[src/rtl/clmul_win32.sv]
module clmul_win32 #(
  parameter int W = 32
) (
  input  logic         clk,
  input  logic         rst_n,
  input  logic         start_valid,
  output logic         start_ready,
  input  logic [W-1:0] a_in,
  input  logic [W-1:0] b_in,
  output logic         done,
  output logic [W-1:0] prod_lo,
  output logic [W-1:0] prod_hi
);
  localparam int GRP = 3;
  localparam int NTAB = 1 << GRP;
  localparam int NG = (W + GRP - 1) / GRP;
  localparam int GW = $clog2(NG);
  localparam int SW = $clog2(2 * W);

  typedef enum logic [1:0] {IDLE, BUILD, RUN} st_t;

  st_t               st;
  logic [W-1:0]      a_q, b_q;
  logic [W-1:0]      tab [NTAB];
  logic [GW-1:0]     grp;
  logic [2*W-1:0]    acc;
  logic              done_q;

  wire [W-1:0]    a_m   = {2'b00, a_q[W-3:0]};
  wire [SW-1:0]   shamt = SW'(grp) * SW'(GRP);
  wire [W-1:0]    b_sh  = b_q >> shamt;
  wire [GRP-1:0]  idx   = b_sh[GRP-1:0];
  wire [2*W-1:0]  term  = {{W{1'b0}}, tab[idx]} << shamt;
  wire [2*W-1:0]  b_w   = {{W{1'b0}}, b_q};
  wire [2*W-1:0]  fix   = (a_q[W-2] ? (b_w << (W-2)) : '0)
                        ^ (a_q[W-1] ? (b_w << (W-1)) : '0);

  assign start_ready = (st == IDLE);
  assign done        = done_q;
  assign prod_lo     = acc[W-1:0];
  assign prod_hi     = acc[2*W-1:W];

  always_ff @(posedge clk or negedge rst_n) begin
    if (!rst_n) begin
      st     <= IDLE;
      a_q    <= '0;
      b_q    <= '0;
      grp    <= '0;
      acc    <= '0;
      done_q <= 1'b0;
      for (int k = 0; k < NTAB; k++) tab[k] <= '0;
    end else begin
      done_q <= 1'b0;
      case (st)
        IDLE: if (start_valid) begin
          a_q <= a_in;
          b_q <= b_in;
          st  <= BUILD;
        end
        BUILD: begin
          for (int k = 0; k < NTAB; k++)
            tab[k] <= (k[0] ? a_m : '0) ^ (k[1] ? (a_m << 1) : '0)
                    ^ (k[2] ? (a_m << 2) : '0);
          acc <= fix;
          grp <= '0;
          st  <= RUN;
        end
        RUN: begin
          acc <= acc ^ term;
          grp <= grp + 1'b1;
          if (grp == GW'(NG - 1)) begin
            st     <= IDLE;
            done_q <= 1'b1;
          end
        end
        default: st <= IDLE;
      endcase
    end
  end
endmodule

[config.mk]
export PLATFORM = sky130hd
export DESIGN_NAME = clmul_win32
export DESIGN_NICKNAME = d
export VERILOG_FILES = /design/src/rtl/clmul_win32.sv
export SDC_FILE = /design/constraint.sdc
export NUM_CORES = 1
export LEC_CHECK = 0
export BUFFER_PORTS_ARGS = -buffer_cell sky130_fd_sc_hd__buf_4
export CAP_MARGIN = 0
export CORE_MARGIN = 2
export CORE_UTILIZATION = 40
export CTS_BUF_LIST = sky130_fd_sc_hd__clkbuf_4 sky130_fd_sc_hd__clkbuf_8
export DETAILED_ROUTE_END_ITERATION = 12
export GPL_ROUTABILITY_DRIVEN = 0
export PLACE_DENSITY = 0.66
export SYNTH_ARGS = -nofsm -noshare
export SYNTH_HDL_FRONTEND = slang
export SYNTH_SLANG_ARGS = --single-unit
[constraint.sdc]
create_clock -name clk -period 5.9 [get_ports clk]
set_input_delay 0.885 -clock clk [delete_from_list [all_inputs] [get_ports clk]]
set_output_delay 0.885 -clock clk [all_outputs]
set_load 0.02 [all_outputs]
* Yosys cells after proc, flatten, opt, wreduce, memory -nomap -nowiden
Index checks and enable logic that the tools add are counted.
** Word-level totals
- Word-level logic and storage cells :: 44
- Input port bits :: 67
- Output and inout port bits :: 66
- Flip-flop bits (word level) :: 293
** Operators by class
- Reduce and logical (&&, ||, !) cells :: 4
- Magnitude comparators :: 1
- Shift operators :: 2
- Mux-type cells :: 12
- Multiply operators :: 1
- $add $sub $neg :: 1
- Equal/unequal tests :: 5
- Bitwise logic cells :: 7
** Operators by type and width (number)
- case mux 64 bit (2 select lines) :: 1
- binary-select mux 32 bit (select 3 bit) :: 1
- 2-to-1 mux 32 bit :: 2
- left shift 32 x 6 -> 64 bit :: 1
- bitwise XOR 31 x 32 -> 32 bit :: 2
- bitwise XOR 64 bit :: 1
- 2-to-1 mux 63 bit :: 1
- bitwise XOR 62 x 63 -> 63 bit :: 1
- 2-to-1 mux 62 bit :: 1
- right shift 32 x 6 -> 3 bit :: 1
- bitwise XOR 30 x 32 -> 32 bit :: 1
- bitwise XOR 30 x 31 -> 31 bit :: 1
- case mux 4 bit (2 select lines) :: 1
- multiplier 4 x 2 -> 6 bit, second input constant :: 1
- case mux 2 bit (3 select lines) :: 1
- adder 4 x 1 -> 4 bit, second input constant :: 1
- == test 4 bit, second input constant :: 1
- >= comparator 4 bit, second input constant :: 1
- 2-to-1 mux 2 bit :: 2
- inequality test 2 bit, second input constant :: 2
- inverter 3 -> 4 bit :: 1
- AND reduction 2 bit :: 2
- == test 2 x 1 -> 1 bit, second input constant :: 1
- == test 2 bit, second input constant :: 1
- 3 further kinds :: 4

* Depth between registers and ports, before layout
- Depth in word-level cells :: 9
- Mapped depth :: 18
- Gate-level depth less buffers :: 12

* Least setup slack after synthesis
No wires, ideal clock.
- Path type :: flip-flop to flip-flop
- Start :: reg grp[0]
- End :: reg acc[39]
- Arrival time :: 4.424 ns
- Slack :: 1.331 ns
- Library setup time :: 0.146 ns
- Stages on the path, launching flop included :: 17
- Cell sequence :: dfrtp_1 buf_6 buf_6 inv_1 buf_1 clkbuf_1 buf_1 ha_1 clkbuf_1 inv_2 buf_1 mux4_2 mux4_2 a22oi_1 o31ai_1 mux2i_1 o221ai_1
** Between the ends
- Longest elaborated chain between the ends :: 9
** RTL lines
- start: declaration :: line 25 : logic [GW-1:0] grp;
- start signal: assignment :: line 70 : grp <= grp + 1'b1;
- multiplier 4 x 2 -> 6 bit (*) :: line 30 : wire [SW-1:0] shamt = SW'(grp) * SW'(GRP);
- right shift 32 x 6 -> 3 bit :: line 31 : wire [W-1:0] b_sh = b_q >> shamt;
- inverter 3 -> 4 bit (not written as such) :: line 33 : wire [2*W-1:0] term = {{W{1'b0}}, tab[idx]} << shamt;
- binary-select mux 32 bit (select 3 bit) :: line 33
- 2-to-1 mux 32 bit (not written as such) (2 in series) :: line 33
- left shift 32 x 6 -> 64 bit (*) :: line 33
- bitwise XOR 64 bit (*) :: line 69 : acc <= acc ^ term;
- case mux 64 bit (2 select lines) (*) :: line 54 : case (st)
- end signal: assignment :: line 64 : acc <= fix;
- end signal: assignment :: line 69
- end: declaration :: line 26 : logic [2*W-1:0] acc;
Mark *: on every way between the ends. The rest lies on a longest branch, timed or not. The select of a mux whose other input is x is not followed.
A chain may end at the register's enable or synchronous reset.

* Final worst setup path
- Start :: reg grp[2]
- End :: reg acc[38]
Same word-level chain as after synthesis.

==> results.py <==
metrics = {
    "run_status": {
        "outcome": "complete, no violations",
    },
    "sta": {
        "post-route-period-util": 0.937,
        "fin_tns_setup_ps": 0,
        "holdWs_ps": 293,
        "tightestPinTransition_ps": 1180,
        "min_period_ps": 5530,
        "skew_ps": 52.7,
        "relSlewSlack": 0.209,
        "setup_violations": 0,
        "rsz0062_at_grt": "false",
        "fmax_mhz": 181,
        "slew_viol_final": 0,
        "finalHoldViolCount": 0,
    },
    "setup_path": {
        "crit_family": "compound AO/OA/AOI/OAI gates",
        "slowest_stage": "nor4_1",
        "end_kind": "flop",
        "crit_buf_inv": 1,
        "worstPathRequired_ps": 6400,
        "rr_worst_depth": 13,
        "start_kind": "flop",
        "crit_arrival_ps": 6030,
        "crit_cells": 13,
        "cp_max_fo": 25,
        "crit_chain": "and2b_1 > a221o_1 > o22ai_4 > buf_12 > mux2i_1 > o22ai_1 > nor4_1 > o31a_1 > a221oi_1 > o41ai_1 > a211oi_1 > a31oi_1 > o311ai_0",
        "cpPeakStageDelay_ps": 850,
        "path_class": "reg -> reg",
    },
    "synthesis": {
        "postSynth.asyncResetShare": 1.00,
        "synth_compound_area_frac": 0.218,
        "synthAdderAreaFrac": 0.00745,
        "synth_nets": 2017,
        "synth.ff_latch_count": 250,
        "synth-edff-count": 0,
        "synth.area.mux_share": 0.164,
        "avgSynthCellArea_sq_um": 9.18,
        "syn_inst": 1940,
        "syn_area_sq_um": 17800,
        "ys.flop_type": "dfrtp_1",
        "synth_top_family_by_area": "compound AO/OA/AOI/OAI gates",
        "yosysWarnings": 0,
        "synth_xor_xnor_area_share": 0.0689,
        "synthDistinctLibCells": 97,
        "synthSimpleGateAreaFrac": 0.142,
        "ys_seq_area_frac": 0.351,
    },
    "floorplan": {
        "core_area_sq_um": 44000,
        "fp.dieW_um": 215,
        "io_pins": 133,
        "die_h_um": 215,
        "std_cell_rows": 77,
        "start_util": 0.404,
        "die-area_sq_um": 46200,
    },
    "routing": {
        "avgRoutedWirePerCell_um": 23.4,
        "via_count": 16535,
        "dr.pass1.iters": 6,
        "wirelength_um": 61400,
        "via_per_inst": 6.31,
        "ant_nets": 0,
        "drtIter0Drc": 2357,
        "drcViolationCount": 0,
    },
    "cts": {
        "cts_resized": 0,
        "clk_pin_slew_worst_paths_ps": 60,
        "numClockSinks": 250,
        "cts_root_buffer": "clkbuf_8",
        "htreeDepth": 2,
        "post_cts_buffers": 0,
        "cts_hold_buf": 0,
        "cts_max_path_buffers": 3,
        "cts_tree": "yes",
        "cts_buffers": 46,
        "clk_latency_ps": 650,
    },
    "placed_design": {
        "hpwl_um": 44500,
        "io_buffers": 132,
    },
    "global_routing": {
        "antenna_found_initial": 1,
        "grt.met1_usage": 0.352,
        "grt_busiest_layer": "met2",
        "globalRouteMet3Util": 0.0720,
        "groute.usage.overall": 0.260,
        "grt_overflow": 0,
        "grt_max_degree": 153,
        "met2_usage": 0.378,
        "grt_pass1_vias": 15817,
        "grt_pass1_wl_um": 94300,
    },
    "cells_and_area": {
        "drive_above_1_share": 0.230,
        "nets": 2070,
        "final_util": 0.459,
        "area_delta_synth_final_pct": 13.4,
    },
    "worst_hold_path": {
        "min-delay-path-class": "in -> async",
    },
    "job": {
        "maxCapViolCount": 0,
    },
}
-- routing by layer --
layer	up-vias	wire [um]	share of wire
met4	0	3370	0.055
li1	7318	-	-
met5	-	0	0
met1	7901	25000	0.41
met2	1075	26000	0.42
met3	241	6950	0.11
-- registers in the layout (all words and copies together), names as in the netlist --
name and count:
tab 115, grp 4, done 1, b_q 32
a_q 32, acc 64, st 2
-- path summary, 6_finish.rpt --
check / slack [ps] / to / from
max: 370 / acc[38] / grp[2]
min: 290 / a_q[5] / rst_n
max reg2reg: 370 / acc[38] / grp[2]
min reg2reg: 510 / tab[10] / tab[10]
max in group asynchronous: 4210 / acc[10] / rst_n
min in group clk: 460 / b_q[5] / b_in[5]
-- cell usage after synthesis (8+ instances only) --
cell type / number / area (sq um)
and3_1: 22 / 138
o22ai_1: 32 / 200
o311ai_0: 9 / 78.8
xnor2_1: 101 / 885
a221oi_1: 11 / 96.3
o2bb2ai_1: 8 / 70.1
a21o_1: 9 / 67.6
nand4_1: 21 / 131
mux2_2: 129 / 1450
clkbuf_1: 123 / 462
a21boi_0: 15 / 113
a32oi_1: 11 / 96.3
buf_1: 17 / 63.8
a22oi_1: 28 / 210
o2111ai_1: 8 / 70.1
nand3_1: 54 / 270
o221ai_1: 17 / 149
inv_1: 19 / 71.3
nor3_1: 25 / 125
a211oi_1: 26 / 195
xor2_1: 39 / 342
nor2b_1: 12 / 75.1
nor4_1: 9 / 56.3
nor2_1: 149 / 559
a21oi_1: 134 / 671
o21a_1: 11 / 82.6
o211ai_1: 38 / 285
a311oi_1: 8 / 70.1
ha_1: 9 / 113
buf_2: 18 / 90.1
mux4_2: 31 / 698
or3_1: 15 / 93.8
dfrtp_1: 250 / 6260
nand2_1: 211 / 792
mux2i_1: 72 / 721
o21ai_0: 68 / 340
a31oi_1: 15 / 93.8
-- placed cells by master, fill, tap and decap left out, types with 22 or more instances in the layout --
cell and n:
nor2_1 148, a211oi_1 26, mux2i_1 72, nand3_1 54, a22oi_1 28, mux2_2 129
xor2_1 38, buf_4 174, o22ai_1 32, a21oi_1 134, xnor2_1 98, o211ai_1 38
and3_1 22, clkbuf_8 54, nand2_1 210, nor3_1 25, o21ai_0 68, dfrtp_1 249
mux4_2 31
-- stage by stage --
stage | worst slack [ps] | cell area, sq um | instances
final | 374 | 20200 | 2619
after global routing | 271 | 20200 | 2619
after CTS | 588 | 20200 | 2618
after detailed placement | 612 | 19200 | 2537
after global placement | 715 | 19200 | 2537
after floorplan | 1330 | 17800 | 1940
-- final cells by class --
| type | instances | area (sq um) |
|---|---|---|
| antenna | 1 | 2.50 |
| clock buffer | 70 | 863 |
| clock inverter | 11 | 123 |
| fill | 4166 | 23800 |
| inverter | 23 | 86.3 |
| multi-input combinational | 1495 | 10800 |
| sequential | 250 | 6260 |
| tap | 592 | 741 |
| timing repair buffer | 177 | 1360 |
-- worst register-to-register path, delay by kind of cell (launching register included) --
family | cells | cell delay, ps
buf+inv | 1 | 280
flops | 1 | 650
mux | 1 | 270
compound gates | 9 | 3020
simple gates | 2 | 1160
-- cells by family after synthesis --
logic type      count (synthesis)
compound gates                550
xor+xnor                      140
fa+ha+maj                      10
buf+inv                       195
flops                         250
mux                           236
simple gates                  559
Power is left out: the tool's default activity adds up to more than one toggle a clock period on the data nets, which glitch-free logic cannot reach.
